**src/rtl/cfgload_pkg.sv**
```systemverilog
package cfgload_pkg;

   typedef enum logic [3:0] {
      ST_IDLE,
      ST_CSLOW,
      ST_PWRWAIT,
      ST_CSREL,
      ST_DATA,
      ST_DUMMY,
      ST_WAITDONE,
      ST_REFON,
      ST_RUN,
      ST_RESYNC
   } seq_state_t;

   function automatic int unsigned imax(input int unsigned a, input int unsigned b);
      return (a > b) ? a : b;
   endfunction

endpackage

```
**src/rtl/cfgload_sync.sv**
```systemverilog
module cfgload_sync #(
   parameter int STAGES = 2
) (
   input  logic clk,
   input  logic rst_n,
   input  logic d,
   output logic q
);
   if (STAGES < 2) begin : g_bad_stages
      $error("cfgload_sync: STAGES must be at least 2");
   end

   logic [STAGES-1:0] chain;

   always_ff @(posedge clk or negedge rst_n) begin
      if (!rst_n) chain <= '0;
      else        chain <= {chain[STAGES-2:0], d};
   end

   assign q = chain[STAGES-1];
endmodule

```
**src/rtl/cfgload_timer.sv**
```systemverilog
module cfgload_timer #(
   parameter int W = 8
) (
   input  logic         clk,
   input  logic         rst_n,
   input  logic         load,
   input  logic [W-1:0] value,
   output logic         zero
);
   logic [W-1:0] cnt;

   always_ff @(posedge clk or negedge rst_n) begin
      if (!rst_n)          cnt <= '0;
      else if (load)       cnt <= value;
      else if (cnt != '0)  cnt <= cnt - W'(1);
   end

   assign zero = (cnt == '0);
endmodule

```
**src/rtl/cfgload_spi_tx.sv**
```systemverilog
module cfgload_spi_tx #(
   parameter int HALF  = 5,
   parameter int CNT_W = 6
) (
   input  logic             clk,
   input  logic             rst_n,
   input  logic             go,
   input  logic [7:0]       data,
   input  logic [CNT_W-1:0] nclk,
   output logic             busy,
   output logic             sclk,
   output logic             mosi
);
   localparam int DIV_W = (HALF > 1) ? $clog2(HALF) : 1;

   if (HALF < 1) begin : g_bad_half
      $error("cfgload_spi_tx: HALF must be at least 1");
   end

   logic [DIV_W-1:0] div;
   logic [CNT_W-1:0] left;
   logic [7:0]       sh;

   always_ff @(posedge clk or negedge rst_n) begin
      if (!rst_n) begin
         busy <= 1'b0;
         sclk <= 1'b0;
         div  <= '0;
         left <= '0;
         sh   <= '0;
      end else if (go && !busy) begin
         sh   <= data;
         left <= nclk;
         busy <= (nclk != '0);
         sclk <= 1'b0;
         div  <= '0;
      end else if (busy) begin
         if (div == DIV_W'(HALF - 1)) begin
            div <= '0;
            if (!sclk) begin
               sclk <= 1'b1;
            end else begin
               sclk <= 1'b0;
               sh   <= {sh[6:0], 1'b0};
               left <= left - CNT_W'(1);
               if (left == CNT_W'(1)) busy <= 1'b0;
            end
         end else begin
            div <= div + DIV_W'(1);
         end
      end
   end

   assign mosi = busy & sh[7];
endmodule

```
**src/rtl/cfgload_seq.sv**
```systemverilog
module cfgload_seq
   import cfgload_pkg::*;
#(
   parameter int CLK_MHZ     = 250,
   parameter int SCLK_HALF   = 5,
   parameter int POWER_US    = 50,
   parameter int TIMEOUT_US  = 100,
   parameter int DUMMY_CLKS  = 49,
   parameter int RESYNC_CYC  = 32,
   parameter int SYNC_STAGES = 2
) (
   input  logic       clk,
   input  logic       rst_n,
   input  logic       start,
   input  logic [7:0] s_data,
   input  logic       s_valid,
   input  logic       s_last,
   output logic       s_ready,
   input  logic       cfg_done_in,
   input  logic       pll_locked,
   output logic       dev_rst_n,
   output logic       spi_cs_n,
   output logic       spi_sclk,
   output logic       spi_mosi,
   output logic       pwr_io_en,
   output logic       pwr_core_en,
   output logic       refclk_en,
   output logic       load_ok,
   output logic       load_err
);
   localparam int PWR_CYC = POWER_US * CLK_MHZ;
   localparam int TMO_CYC = TIMEOUT_US * CLK_MHZ;
   localparam int TMR_MAX = imax(imax(PWR_CYC, TMO_CYC), RESYNC_CYC);
   localparam int TMR_W   = $clog2(TMR_MAX + 1);
   localparam int CNT_W   = $clog2(imax(DUMMY_CLKS, 8) + 1);

   if (CLK_MHZ > 50 * SCLK_HALF) begin : g_bad_sclk
      $error("cfgload_seq: SPI clock would exceed 25 MHz");
   end
   if (POWER_US < 1 || TIMEOUT_US < 1 || RESYNC_CYC < 1 || DUMMY_CLKS < 1) begin : g_bad_wait
      $error("cfgload_seq: waits and dummy count must be non-zero");
   end

   seq_state_t state, state_n;
   logic done_s, lock_s;
   logic tmr_load, tmr_zero;
   logic [TMR_W-1:0] tmr_val;
   logic tx_go, tx_busy;
   logic [7:0] tx_byte;
   logic [CNT_W-1:0] tx_cnt;
   logic last_seen, ok_q, err_q;
   logic accept;

   cfgload_sync #(.STAGES(SYNC_STAGES)) u_sync_done (
      .clk(clk), .rst_n(rst_n), .d(cfg_done_in), .q(done_s));
   cfgload_sync #(.STAGES(SYNC_STAGES)) u_sync_lock (
      .clk(clk), .rst_n(rst_n), .d(pll_locked), .q(lock_s));

   cfgload_timer #(.W(TMR_W)) u_timer (
      .clk(clk), .rst_n(rst_n), .load(tmr_load), .value(tmr_val), .zero(tmr_zero));

   cfgload_spi_tx #(.HALF(SCLK_HALF), .CNT_W(CNT_W)) u_tx (
      .clk(clk), .rst_n(rst_n), .go(tx_go), .data(tx_byte), .nclk(tx_cnt),
      .busy(tx_busy), .sclk(spi_sclk), .mosi(spi_mosi));

   assign s_ready = (state == ST_DATA) && !tx_busy && !last_seen;
   assign accept  = s_valid && s_ready;

   always_comb begin
      state_n  = state;
      tmr_load = 1'b0;
      tmr_val  = '0;
      tx_go    = 1'b0;
      tx_byte  = s_data;
      tx_cnt   = CNT_W'(8);
      case (state)
         ST_IDLE:    if (start) state_n = ST_CSLOW;
         ST_CSLOW: begin
            state_n  = ST_PWRWAIT;
            tmr_load = 1'b1;
            tmr_val  = TMR_W'(PWR_CYC - 1);
         end
         ST_PWRWAIT: if (tmr_zero) state_n = ST_CSREL;
         ST_CSREL:   state_n = ST_DATA;
         ST_DATA: begin
            if (accept) begin
               tx_go = 1'b1;
            end else if (last_seen && !tx_busy) begin
               tx_go   = 1'b1;
               tx_byte = 8'h00;
               tx_cnt  = CNT_W'(DUMMY_CLKS);
               state_n = ST_DUMMY;
            end
         end
         ST_DUMMY: begin
            if (!tx_busy) begin
               state_n  = ST_WAITDONE;
               tmr_load = 1'b1;
               tmr_val  = TMR_W'(TMO_CYC - 1);
            end
         end
         ST_WAITDONE: begin
            if (done_s)        state_n = ST_REFON;
            else if (tmr_zero) state_n = ST_IDLE;
         end
         ST_REFON:   state_n = ST_RUN;
         ST_RUN: begin
            if (!lock_s) begin
               state_n  = ST_RESYNC;
               tmr_load = 1'b1;
               tmr_val  = TMR_W'(RESYNC_CYC - 1);
            end
         end
         ST_RESYNC:  if (tmr_zero) state_n = ST_RUN;
         default:    state_n = ST_IDLE;
      endcase
   end

   always_ff @(posedge clk or negedge rst_n) begin
      if (!rst_n) begin
         state     <= ST_IDLE;
         last_seen <= 1'b0;
         ok_q      <= 1'b0;
         err_q     <= 1'b0;
      end else begin
         state <= state_n;
         if (state == ST_IDLE && start) begin
            last_seen <= 1'b0;
            ok_q      <= 1'b0;
            err_q     <= 1'b0;
         end else begin
            if (accept && s_last) last_seen <= 1'b1;
            if (state == ST_WAITDONE && done_s) ok_q <= 1'b1;
            if (state == ST_WAITDONE && !done_s && tmr_zero) err_q <= 1'b1;
         end
      end
   end

   assign spi_cs_n    = !(state inside {ST_CSLOW, ST_PWRWAIT, ST_DATA});
   assign pwr_core_en = !(state inside {ST_IDLE, ST_CSLOW});
   assign pwr_io_en   = pwr_core_en;
   assign refclk_en   = state inside {ST_REFON, ST_RUN, ST_RESYNC};
   assign dev_rst_n   = (state == ST_RUN);
   assign load_ok     = ok_q;
   assign load_err    = err_q;
endmodule

```
**config.mk**
```make
export PLATFORM = sky130hd
export DESIGN_NAME = cfgload_seq
export DESIGN_NICKNAME = d
export VERILOG_FILES = /design/src/rtl/cfgload_pkg.sv /design/src/rtl/cfgload_sync.sv /design/src/rtl/cfgload_timer.sv /design/src/rtl/cfgload_spi_tx.sv /design/src/rtl/cfgload_seq.sv
export SDC_FILE = /design/constraint.sdc
export NUM_CORES = 1
export LEC_CHECK = 0
export CAP_MARGIN = 20
export CELL_PAD_IN_SITES_DETAIL_PLACEMENT = 0
export CELL_PAD_IN_SITES_GLOBAL_PLACEMENT = 2
export CORE_ASPECT_RATIO = 1.5
export CORE_MARGIN = 10
export CORE_UTILIZATION = 36
export CTS_CLUSTER_DIAMETER = 200
export DETAILED_ROUTE_END_ITERATION = 16
export GPL_TIMING_DRIVEN = 0
export PLACE_DENSITY = 0.87
export SLEW_MARGIN = 20
export SYNTH_ARGS = -nofsm -noshare
export SYNTH_HDL_FRONTEND = slang
export SYNTH_HIERARCHICAL = 1
export SYNTH_SLANG_ARGS = --single-unit
```
**constraint.sdc**
```tcl
create_clock -name clk -period 2.16 [get_ports clk]
set_input_delay 0.648 -clock clk [delete_from_list [all_inputs] [get_ports clk]]
set_output_delay 0.648 -clock clk [all_outputs]
set_load 0.1 [all_outputs]
```
* Yosys cells after proc, flatten, opt, wreduce, memory -nomap -nowiden
Index checks and enable logic that the tools add are counted.
** Word-level totals
- Bits in registers :: 45
- Input port bits :: 15
- Output and inout bits :: 10
- Logic and storage cells :: 120
** Operators by class
- Add/sub/neg operators :: 3
- Eq/ne operators :: 19
- Multiplexer cells :: 53
- Bitwise operators :: 1
- Reductions and logical operators :: 32
** Operators by type and width (count)
- $mux W8 :: 7
- $mux W15 :: 3
- $pmux W15 S3 :: 1
- $mux W6 :: 7
- $pmux W4 S10 :: 1
- $mux W4 :: 9
- $mux W1 :: 20
- $eq A4 B3 Y1 const B :: 4
- $reduce_bool A2 Y1 :: 8
- $logic_not A15 Y1 :: 1
- $reduce_bool A15 Y1 :: 1
- $sub A15 B1 Y15 const B :: 1
- $ne A2 B2 Y1 const B :: 6
- $logic_and A1 B1 Y1 :: 10
- $mux W3 :: 3
- $eq A4 B2 Y1 const B :: 2
- $eq A4 B4 Y1 const B :: 2
- $reduce_and A8 Y1 :: 1
- $eq A6 B1 Y1 const B :: 1
- $reduce_bool A3 Y1 :: 2
- $reduce_bool A6 Y1 :: 1
- $sub A6 B1 Y6 const B :: 1
- $logic_not A1 Y1 :: 5
- $mux W5 :: 1
- 10 further kinds :: 10

* Depth between registers and ports, before layout
Gate-level depths: netlist of run 1.
- Word-level depth :: 9
- Depth in mapped cells :: 9

* By module
Netlist of run 1, hierarchy kept.
** Modules (own cells, without submodules)
- cfgload_spi_tx :: times used 1, cells each 105, area each 1009.7 sq um
- cfgload_timer :: times used 1, cells each 102, area each 902.1 sq um
- cfgload_seq :: times used 1, cells each 88, area each 673.1 sq um
- cfgload_sync :: times used 2, cells each 2, area each 50.0 sq um

* Worst setup path before layout of run 1
Ideal clock, no wire load.
- Path kind :: reg-to-output
- From :: reg state[1]
- To :: out dev_rst_n
- Arrival :: 2.805 ns
- Path slack :: -1.293 ns
- Stages on the path, launching flop included :: 4
- Path buffers :: 2
- Path through :: dfrtp_1 > buf_4 > clkbuf_1 > nor3_1
** Between the ends
- Word-level cells in the longest chain between the ends :: 1
** RTL lines
- start, declared :: RTL line cfgload_seq.sv:44 : seq_state_t state, state_n;
- start signal, assigned :: RTL line cfgload_seq.sv:126 : state <= state_n;
- $eq A4 B4 Y1 :: RTL line cfgload_seq.sv:143 : assign dev_rst_n = (state == ST_RUN);
- end, declared :: RTL line cfgload_seq.sv:21 : output logic dev_rst_n,
Every way passes these cells.

* Worst setup path in the final report of run 1
- From :: reg state[0]
- To :: out spi_cs_n
** Between the ends
- Word-level cells in the longest chain between the ends :: 3
- Elaborated cells between the ends (all ways) :: 5
** RTL lines
- $eq A4 B1 Y1, or another cell as far along :: RTL line cfgload_seq.sv:139 : assign spi_cs_n = !(state inside {ST_CSLOW, ST_PWRWAIT, ST_DATA});
- $reduce_bool A3 Y1 (*) :: RTL line cfgload_seq.sv:139
- $logic_not A1 Y1 (*) :: RTL line cfgload_seq.sv:139
- end, declared :: RTL line cfgload_seq.sv:22 : output logic spi_cs_n,
Mark *: on every way between the ends. The rest lies on a longest branch, timed or not.

==> qor.txt, run 1 <==
number of I/O pins = 25
mapped cell area = 2690 sq um
WP data required = 1510 ps
count of unresolved DRC violations after routing = 0
fin. max-slew vios = 0
launch instance of the worst register-to-register path = state[2]
violations in the final reports = setup timing
non-filler instance count after layout = 447
Hold Path Class = in2async
share of the clock period used by the worst path after layout = 106%
Worst-path clk slew = 90 ps
Layout area overhead = 29.5%
post-synthesis adder-cell area fraction = 2.33%
detailed-route wire length = 6680 microns
critical path launch point = state[0]
number of flops mapped to enable cells by yosys = 0
Worst-Margin Slew = 768 ps
vias per cell = 5.19
syn_area_per_cell = 8.98 sq um
share of synthesized area spent on multiplexers = 4.89%
power density relative to cell area = 484 nW/um^2
count of placed standard cells including taps = 430
yosys synthesis warning count = 6
cell types with the largest area share after synthesis = sky130_fd_sc_hd__dfrtp_1 (42%), sky130_fd_sc_hd__nand2_1 (5.2%), sky130_fd_sc_hd__o21ai_0 (3.7%)
achievable frequency = 435 MHz
die width = 90.5 microns
Place WS = -864 ps
arrival time of data at the critical path endpoint = 1650 ps
worst-case vdd ir drop = 0.372 mV
overall fraction of global-route tracks in use = 12.3%
number of max-capacitance violations reported = 0
buffer type at the clock tree root = sky130_fd_sc_hd__clkbuf_8
post-synthesis register bit count = 45
detailed placer's ending HPWL = 4870 microns
FFs w/ async S/R, synth = 100%
number of vias after detailed routing = 2320
Worst Clk Skew = 6.71 ps
antenna viol nets, final = 0
fraction of layout cells with a size suffix above 1 = 20.2%
post-detailed-route wirelength per cell = 14.9 microns
largest buffer count on any clock path = 2
RSZ-0062 raised after global routing = yes
total clock buffers created by CTS = 5
run status = complete, but fails checks
smallest setup slack after layout = -137 ps
Seq/Total Area, Yosys = 41.9%
row cnt = 38
Core Footprint = 7270 sq um
post-synthesis cell type with the largest combined area = sky130_fd_sc_hd__dfrtp_1
post-cts hold buffer count = 0
vertical die dimension = 126 microns
share of the synthesized area in the top cell type = 41.9%
minimum clock period = 2300 ps
category of the worst setup path capture point = output pin
first drt pass iteration count = 5
Starting Density = 36.9%
critical path class = reg2out
cells after synthesis = 299
dominant combinational cell family by area after synthesis = simple AND/OR/NAND/NOR gates
worst hold slack after final layout = 321 ps
Congestion Overflow GR = 0
clock network latency to the later pin of the worst-skew pair = 310 ps
Synth Area in Compound Gates = 16.6%
Relative slew margins = 48.4%
main flop type after synthesis = sky130_fd_sc_hd__dfrtp_1
Post-Synth XOR/XNOR Area = 3.26%
number of nets at the end of the flow = 366
total count of hold-check failures in the final report = 0
final weighted congestion in routability-driven placement = 0.832
CP Launch Type = register
simple-gate portion of the synthesized area = 26.0%
Leakage = 1.44 nW
Diodes inserted = 0
CTS HTree Levels = 2
number of antenna violations at the first check in global routing = 0
largest net degree at the start of global routing = 26
clock sinks = 45
final-report setup violation count = 4
distinct cell type count of the synthesized netlist = 54
TritonCTS clock tree = yes
Finished Core Util = 47.8%
count of routing violations after the opening detailed-route iteration = 43
total of buffers placed on input and output ports = 24
DIE AREA = 11400 sq um
total power = 1.68 mW
critical path peak fanout = 4
wire length of the first global-routing pass = 11700 microns
via count of the first global-routing pass = 2417
placed cells by master (no fill, tap or decap), drive strengths merged, types with 2 or more instances in the layout:
cell | synthesis | final
dfrtp | 45 | 45
nand2 | 37 | 37
buf | 6 | 26
nor2 | 21 | 21
o21ai | 20 | 20
inv | 14 | 15
clkdlybuf4s50 | 0 | 13
clkbuf | 9 | 12
nor3 | 11 | 11
nand2b | 10 | 10
a21oi | 9 | 9
a31oi | 9 | 9
and2 | 9 | 9
mux2i | 9 | 9
or3 | 8 | 8
o31ai | 7 | 7
conb | 1 | 7
xnor2 | 6 | 6
nor2b | 6 | 6
nor4 | 6 | 6
ha | 5 | 5
nand4 | 5 | 5
xor2 | 4 | 4
o211ai | 4 | 4
nand3 | 4 | 4
or4 | 4 | 4
a2bb2oi | 3 | 3
clkdlybuf4s15 | 0 | 3
a22o | 3 | 3
mux2 | 3 | 3
o22ai | 3 | 3
bufinv | 0 | 2
o41ai | 2 | 2
o21bai | 2 | 2
or3b | 2 | 2
metal layers:
layer  vias up  GRT usage (%)  wire [microns]
li1       1157              -               -
met5         -              0               0
met4         0           5.83             193
met2        50           20.6            3370
met3        15           3.09             286
met1      1098           14.3            2840
cells in the mapped netlist (4+ instances only):
| library cell | number |
|---|---|
| sky130_fd_sc_hd__nor2b_1 | 6 |
| sky130_fd_sc_hd__o211ai_1 | 4 |
| sky130_fd_sc_hd__mux2i_1 | 9 |
| sky130_fd_sc_hd__clkbuf_1 | 9 |
| sky130_fd_sc_hd__o31ai_1 | 7 |
| sky130_fd_sc_hd__xor2_1 | 4 |
| sky130_fd_sc_hd__o21ai_0 | 20 |
| sky130_fd_sc_hd__inv_1 | 14 |
| sky130_fd_sc_hd__nor4_1 | 4 |
| sky130_fd_sc_hd__nor2_1 | 21 |
| sky130_fd_sc_hd__nand4_1 | 4 |
| sky130_fd_sc_hd__or3_1 | 5 |
| sky130_fd_sc_hd__nand2b_1 | 9 |
| sky130_fd_sc_hd__ha_1 | 5 |
| sky130_fd_sc_hd__a31oi_1 | 9 |
| sky130_fd_sc_hd__nand3_1 | 4 |
| sky130_fd_sc_hd__nor3_1 | 11 |
| sky130_fd_sc_hd__or4_1 | 4 |
| sky130_fd_sc_hd__and2_1 | 9 |
| sky130_fd_sc_hd__a21oi_1 | 9 |
| sky130_fd_sc_hd__dfrtp_1 | 45 |
| sky130_fd_sc_hd__nand2_1 | 37 |
| sky130_fd_sc_hd__xnor2_1 | 6 |
worst max-delay path: stages (launching register included):
cell and delay (ps):
sky130_fd_sc_hd__dfrtp_1 390, sky130_fd_sc_hd__buf_6 130, sky130_fd_sc_hd__clkbuf_16 140, sky130_fd_sc_hd__xor2_1 150, sky130_fd_sc_hd__o211ai_1 270, sky130_fd_sc_hd__buf_6 270
cell type report:
class                      instances  area (sq um)
fill                             706          3800
multi-input combinational        230          1530
sequential                        45          1130
timing repair buffer              34           358
buffer                            15           141
tap                              100           125
clock buffer                       5          68.8
clock inverter                     3          65.1
inverter                          15          58.8
what timing repair did:
action	in CTS	in global routing
resized for setup	80	22
endpoints found under the setup margin	40	31
gates cloned	0	0
setup buffers	4	5
pin swaps	3	3
kinds of logic (layout without fill, tap and decap cells):
kind of cell             Yosys count  after routing
XOR/XNOR                          10             10
AND/OR/NAND/NOR                  128            128
adder cells (fa/ha/maj)            5              5
other                              1              7
AO/OA/AOI/OAI                     68             68
buffers and inverters             30             72
multiplexers                      12             12
flip-flops                        45             45
where the power goes:
| part | internal (mW) | switching [mW] |
|---|---|---|
| clock network | 0.460 | 0.304 |
| logic | 0.0333 | 0.0289 |
| registers | 0.848 | 0.00748 |
sequential cells by signal, summed over array words and instances (netlist names):
name               flops
u_timer/cnt           15
u_tx/sh                8
u_tx/left              6
state                  4
u_tx/div               3
u_sync_done/chain      2
u_sync_lock/chain      2
last_seen              1
load_err               1
load_ok                1
u_tx/busy              1
u_tx/sclk              1
worst paths after layout:
kind	depth (start not counted)	to	slack [ps]
max reg2reg	7	u_timer/cnt[4]	120
max in group asynchronous	2	state[3]	1300
min	1	u_tx/sclk	320
min in group clk	0	u_sync_lock/chain[1]	360
min reg2reg	0	u_sync_lock/chain[1]	360
max	5	spi_cs_n	-140
through the flow:
| stage | TNS (ps) | area, sq um |
|---|---|---|
| after floorplan | -1210 | 2750 |
| after global placement | -58040 | 3120 |
| after detailed placement | -12250 | 3130 |
| after CTS | -489 | 3390 |
| after global routing | -637 | 3480 |
| final | -263 | 3480 |
No activity file was read; power rests on OpenSTA's default activity.
==> inputs of run 2 (changes only) <==
--- a/config.mk
+++ b/config.mk
@@ -9,10 +9,11 @@
 export CELL_PAD_IN_SITES_DETAIL_PLACEMENT = 0
 export CELL_PAD_IN_SITES_GLOBAL_PLACEMENT = 2
 export CORE_ASPECT_RATIO = 1.5
-export CORE_MARGIN = 10
+export CORE_MARGIN = 2
 export CORE_UTILIZATION = 36
 export CTS_CLUSTER_DIAMETER = 200
 export DETAILED_ROUTE_END_ITERATION = 16
+export GPL_ROUTABILITY_DRIVEN = 0
 export GPL_TIMING_DRIVEN = 0
 export PLACE_DENSITY = 0.87
 export SLEW_MARGIN = 20
==> qor.txt, run 2 (synthesis gave the netlist of run 1 again) <==
overall fraction of global-route tracks in use = 18.5%
antenna viol nets, final = 0
via count of the first global-routing pass = 2425
largest buffer count on any clock path = 2
post-cts hold buffer count = 0
wire length of the first global-routing pass = 11700 microns
buffer type at the clock tree root = sky130_fd_sc_hd__clkbuf_8
critical path class = reg2out
number of I/O pins = 25
vias per cell = 5.19
power density relative to cell area = 479 nW/um^2
CP Launch Type = register
critical path launch point = state[3]
arrival time of data at the critical path endpoint = 1630 ps
RSZ-0062 raised after global routing = yes
leading cell type in the layout, fill and taps excluded = sky130_fd_sc_hd__dfrtp_1
vertical die dimension = 110 microns
number of antenna violations at the first check in global routing = 0
Layout area overhead = 32.5%
number of max-capacitance violations reported = 0
worst setup slack for register-to-register paths = 90 ps
die width = 74.5 microns
launch instance of the worst register-to-register path = state[0]
largest net degree at the start of global routing = 25
total of buffers placed on input and output ports = 24
clock network latency to the later pin of the worst-skew pair = 320 ps
worst-case vdd ir drop = 0.349 mV
clock sinks = 45
total clock buffers created by CTS = 5
Congestion Overflow GR = 0
critical path peak fanout = 4
detailed-route wire length = 6840 microns
detailed placer's ending HPWL = 4780 microns
Diodes inserted = 0
achievable frequency = 440 MHz
DIE AREA = 8180 sq um
share of the clock period used by the worst path after layout = 105%
row cnt = 38
run status = complete, but fails checks
Worst-path clk slew = 90 ps
Place WS = -903 ps
TritonCTS clock tree = yes
max FFs per register = 15
total count of hold-check failures in the final report = 0
count of routing violations after the opening detailed-route iteration = 52
top library cells by usage in the layout, fill and taps aside = sky130_fd_sc_hd__dfrtp_1 (42), sky130_fd_sc_hd__nand2_1 (35), sky130_fd_sc_hd__nor2_1 (20)
Sum Neg Setup Slack = -189 ps
number of nets at the end of the flow = 373
category of the worst setup path capture point = output pin
first drt pass iteration count = 4
fin. max-slew vios = 0
Biggest register = u_timer/cnt
violations in the final reports = setup timing
fraction of layout cells with a size suffix above 1 = 22.6%
Relative slew margins = 47.3%
Starting Density = 37.2%
CTS HTree Levels = 2
Leakage = 1.48 nW
registers with the highest flip-flop counts = u_timer/cnt (15), u_tx/sh (8), u_tx/left (6)
Hold Path Class = in2async
worst reg2reg path depth = 10
post-detailed-route wirelength per cell = 15.1 microns
worst flop-to-flop path endpoint = u_timer/cnt[13]
number of vias after detailed routing = 2355
Core Footprint = 7230 sq um
Worst-Margin Slew = 785 ps
minimum clock period = 2270 ps
Worst Clk Skew = 6.28 ps
count of unresolved DRC violations after routing = 0
WP data required = 1510 ps
smallest setup slack after layout = -114 ps
final-report setup violation count = 2
## run 2: cell types whose count changed in the layout (fill, tap and decap cells not counted), moves of 2 or more
| cell | change |
|---|---|
| sky130_fd_sc_hd__buf_4 | +7 |
| sky130_fd_sc_hd__buf_6 | -2 |
| sky130_fd_sc_hd__clkbuf_2 | +2 |
| sky130_fd_sc_hd__clkbuf_4 | -2 |
| sky130_fd_sc_hd__nor3_1 | -2 |
| sky130_fd_sc_hd__nor3_2 | +2 |
| sky130_fd_sc_hd__o21ai_0 | -2 |
| sky130_fd_sc_hd__o21ai_1 | +2 |
## run 2: metal layers
layer / GRT usage (%) / part of all wire [%] / routed length, microns
met1: 20.8 / 38 / 2610
met2: 33.4 / 56 / 3850
met5: 0 / 0 / 0
met3: 3.48 / 3.2 / 222
met4: 7.78 / 2.3 / 158
## run 2: worst max path at each step
| stage | depth (start not counted) | to | slack [ps] |
|---|---|---|---|
| 5_1_grt | 5 | s_ready | -200 |
| 6_report | 4 | s_ready | -110 |
| 3_3_place_gp | 1 | u_tx/div[1] | -960 |
| 2_1_floorplan | 4 | spi_cs_n | -770 |
| 4_1_cts | 5 | spi_cs_n | -150 |
| 3_5_place_dp | 4 | spi_cs_n | -900 |
## run 2: layout make-up
class | instances | area, sq um
Buffer | 14 | 111
Clock buffer | 5 | 68.8
Clock inverter | 3 | 65.1
Fill cell | 715 | 3670
Inverter | 15 | 58.8
Multi-Input combinational cell | 230 | 1550
Sequential cell | 45 | 1130
Tap cell | 100 | 125
Timing Repair Buffer | 42 | 445
## run 2: timing repair
item	4_1_cts	5_1_grt
gates cloned	0	0
resized for setup	81	21
endpoints found under the setup margin	39	27
setup buffers	11	8
pin swaps	3	6
## run 2: power by group
group,switching (mW),internal [mW]
clock network,0.323,0.460
registers,0.00790,0.848
logic,0.0290,0.0348
total,0.360,1.34
## run 2: critical path, cell delays in order, from the launching register on
cell,delay (ps)
sky130_fd_sc_hd__dfrtp_1,410
sky130_fd_sc_hd__nand2b_4,170
sky130_fd_sc_hd__nor4_4,320
sky130_fd_sc_hd__nor2b_4,230
sky130_fd_sc_hd__buf_12,180
## run 2: stage by stage
stage	hold slack (ps)	std cells	power, mW	cell area [sq um]	utilization [%]
2_1_floorplan	331	305	0.884	2750	-
4_1_cts	358	449	1.72	3470	48.0
6_report	328	454	1.70	3560	49.2
3_5_place_dp	340	430	0.936	3140	43.5
3_3_place_gp	337	429	0.930	3120	43.1
5_1_grt	367	454	1.77	3560	49.2
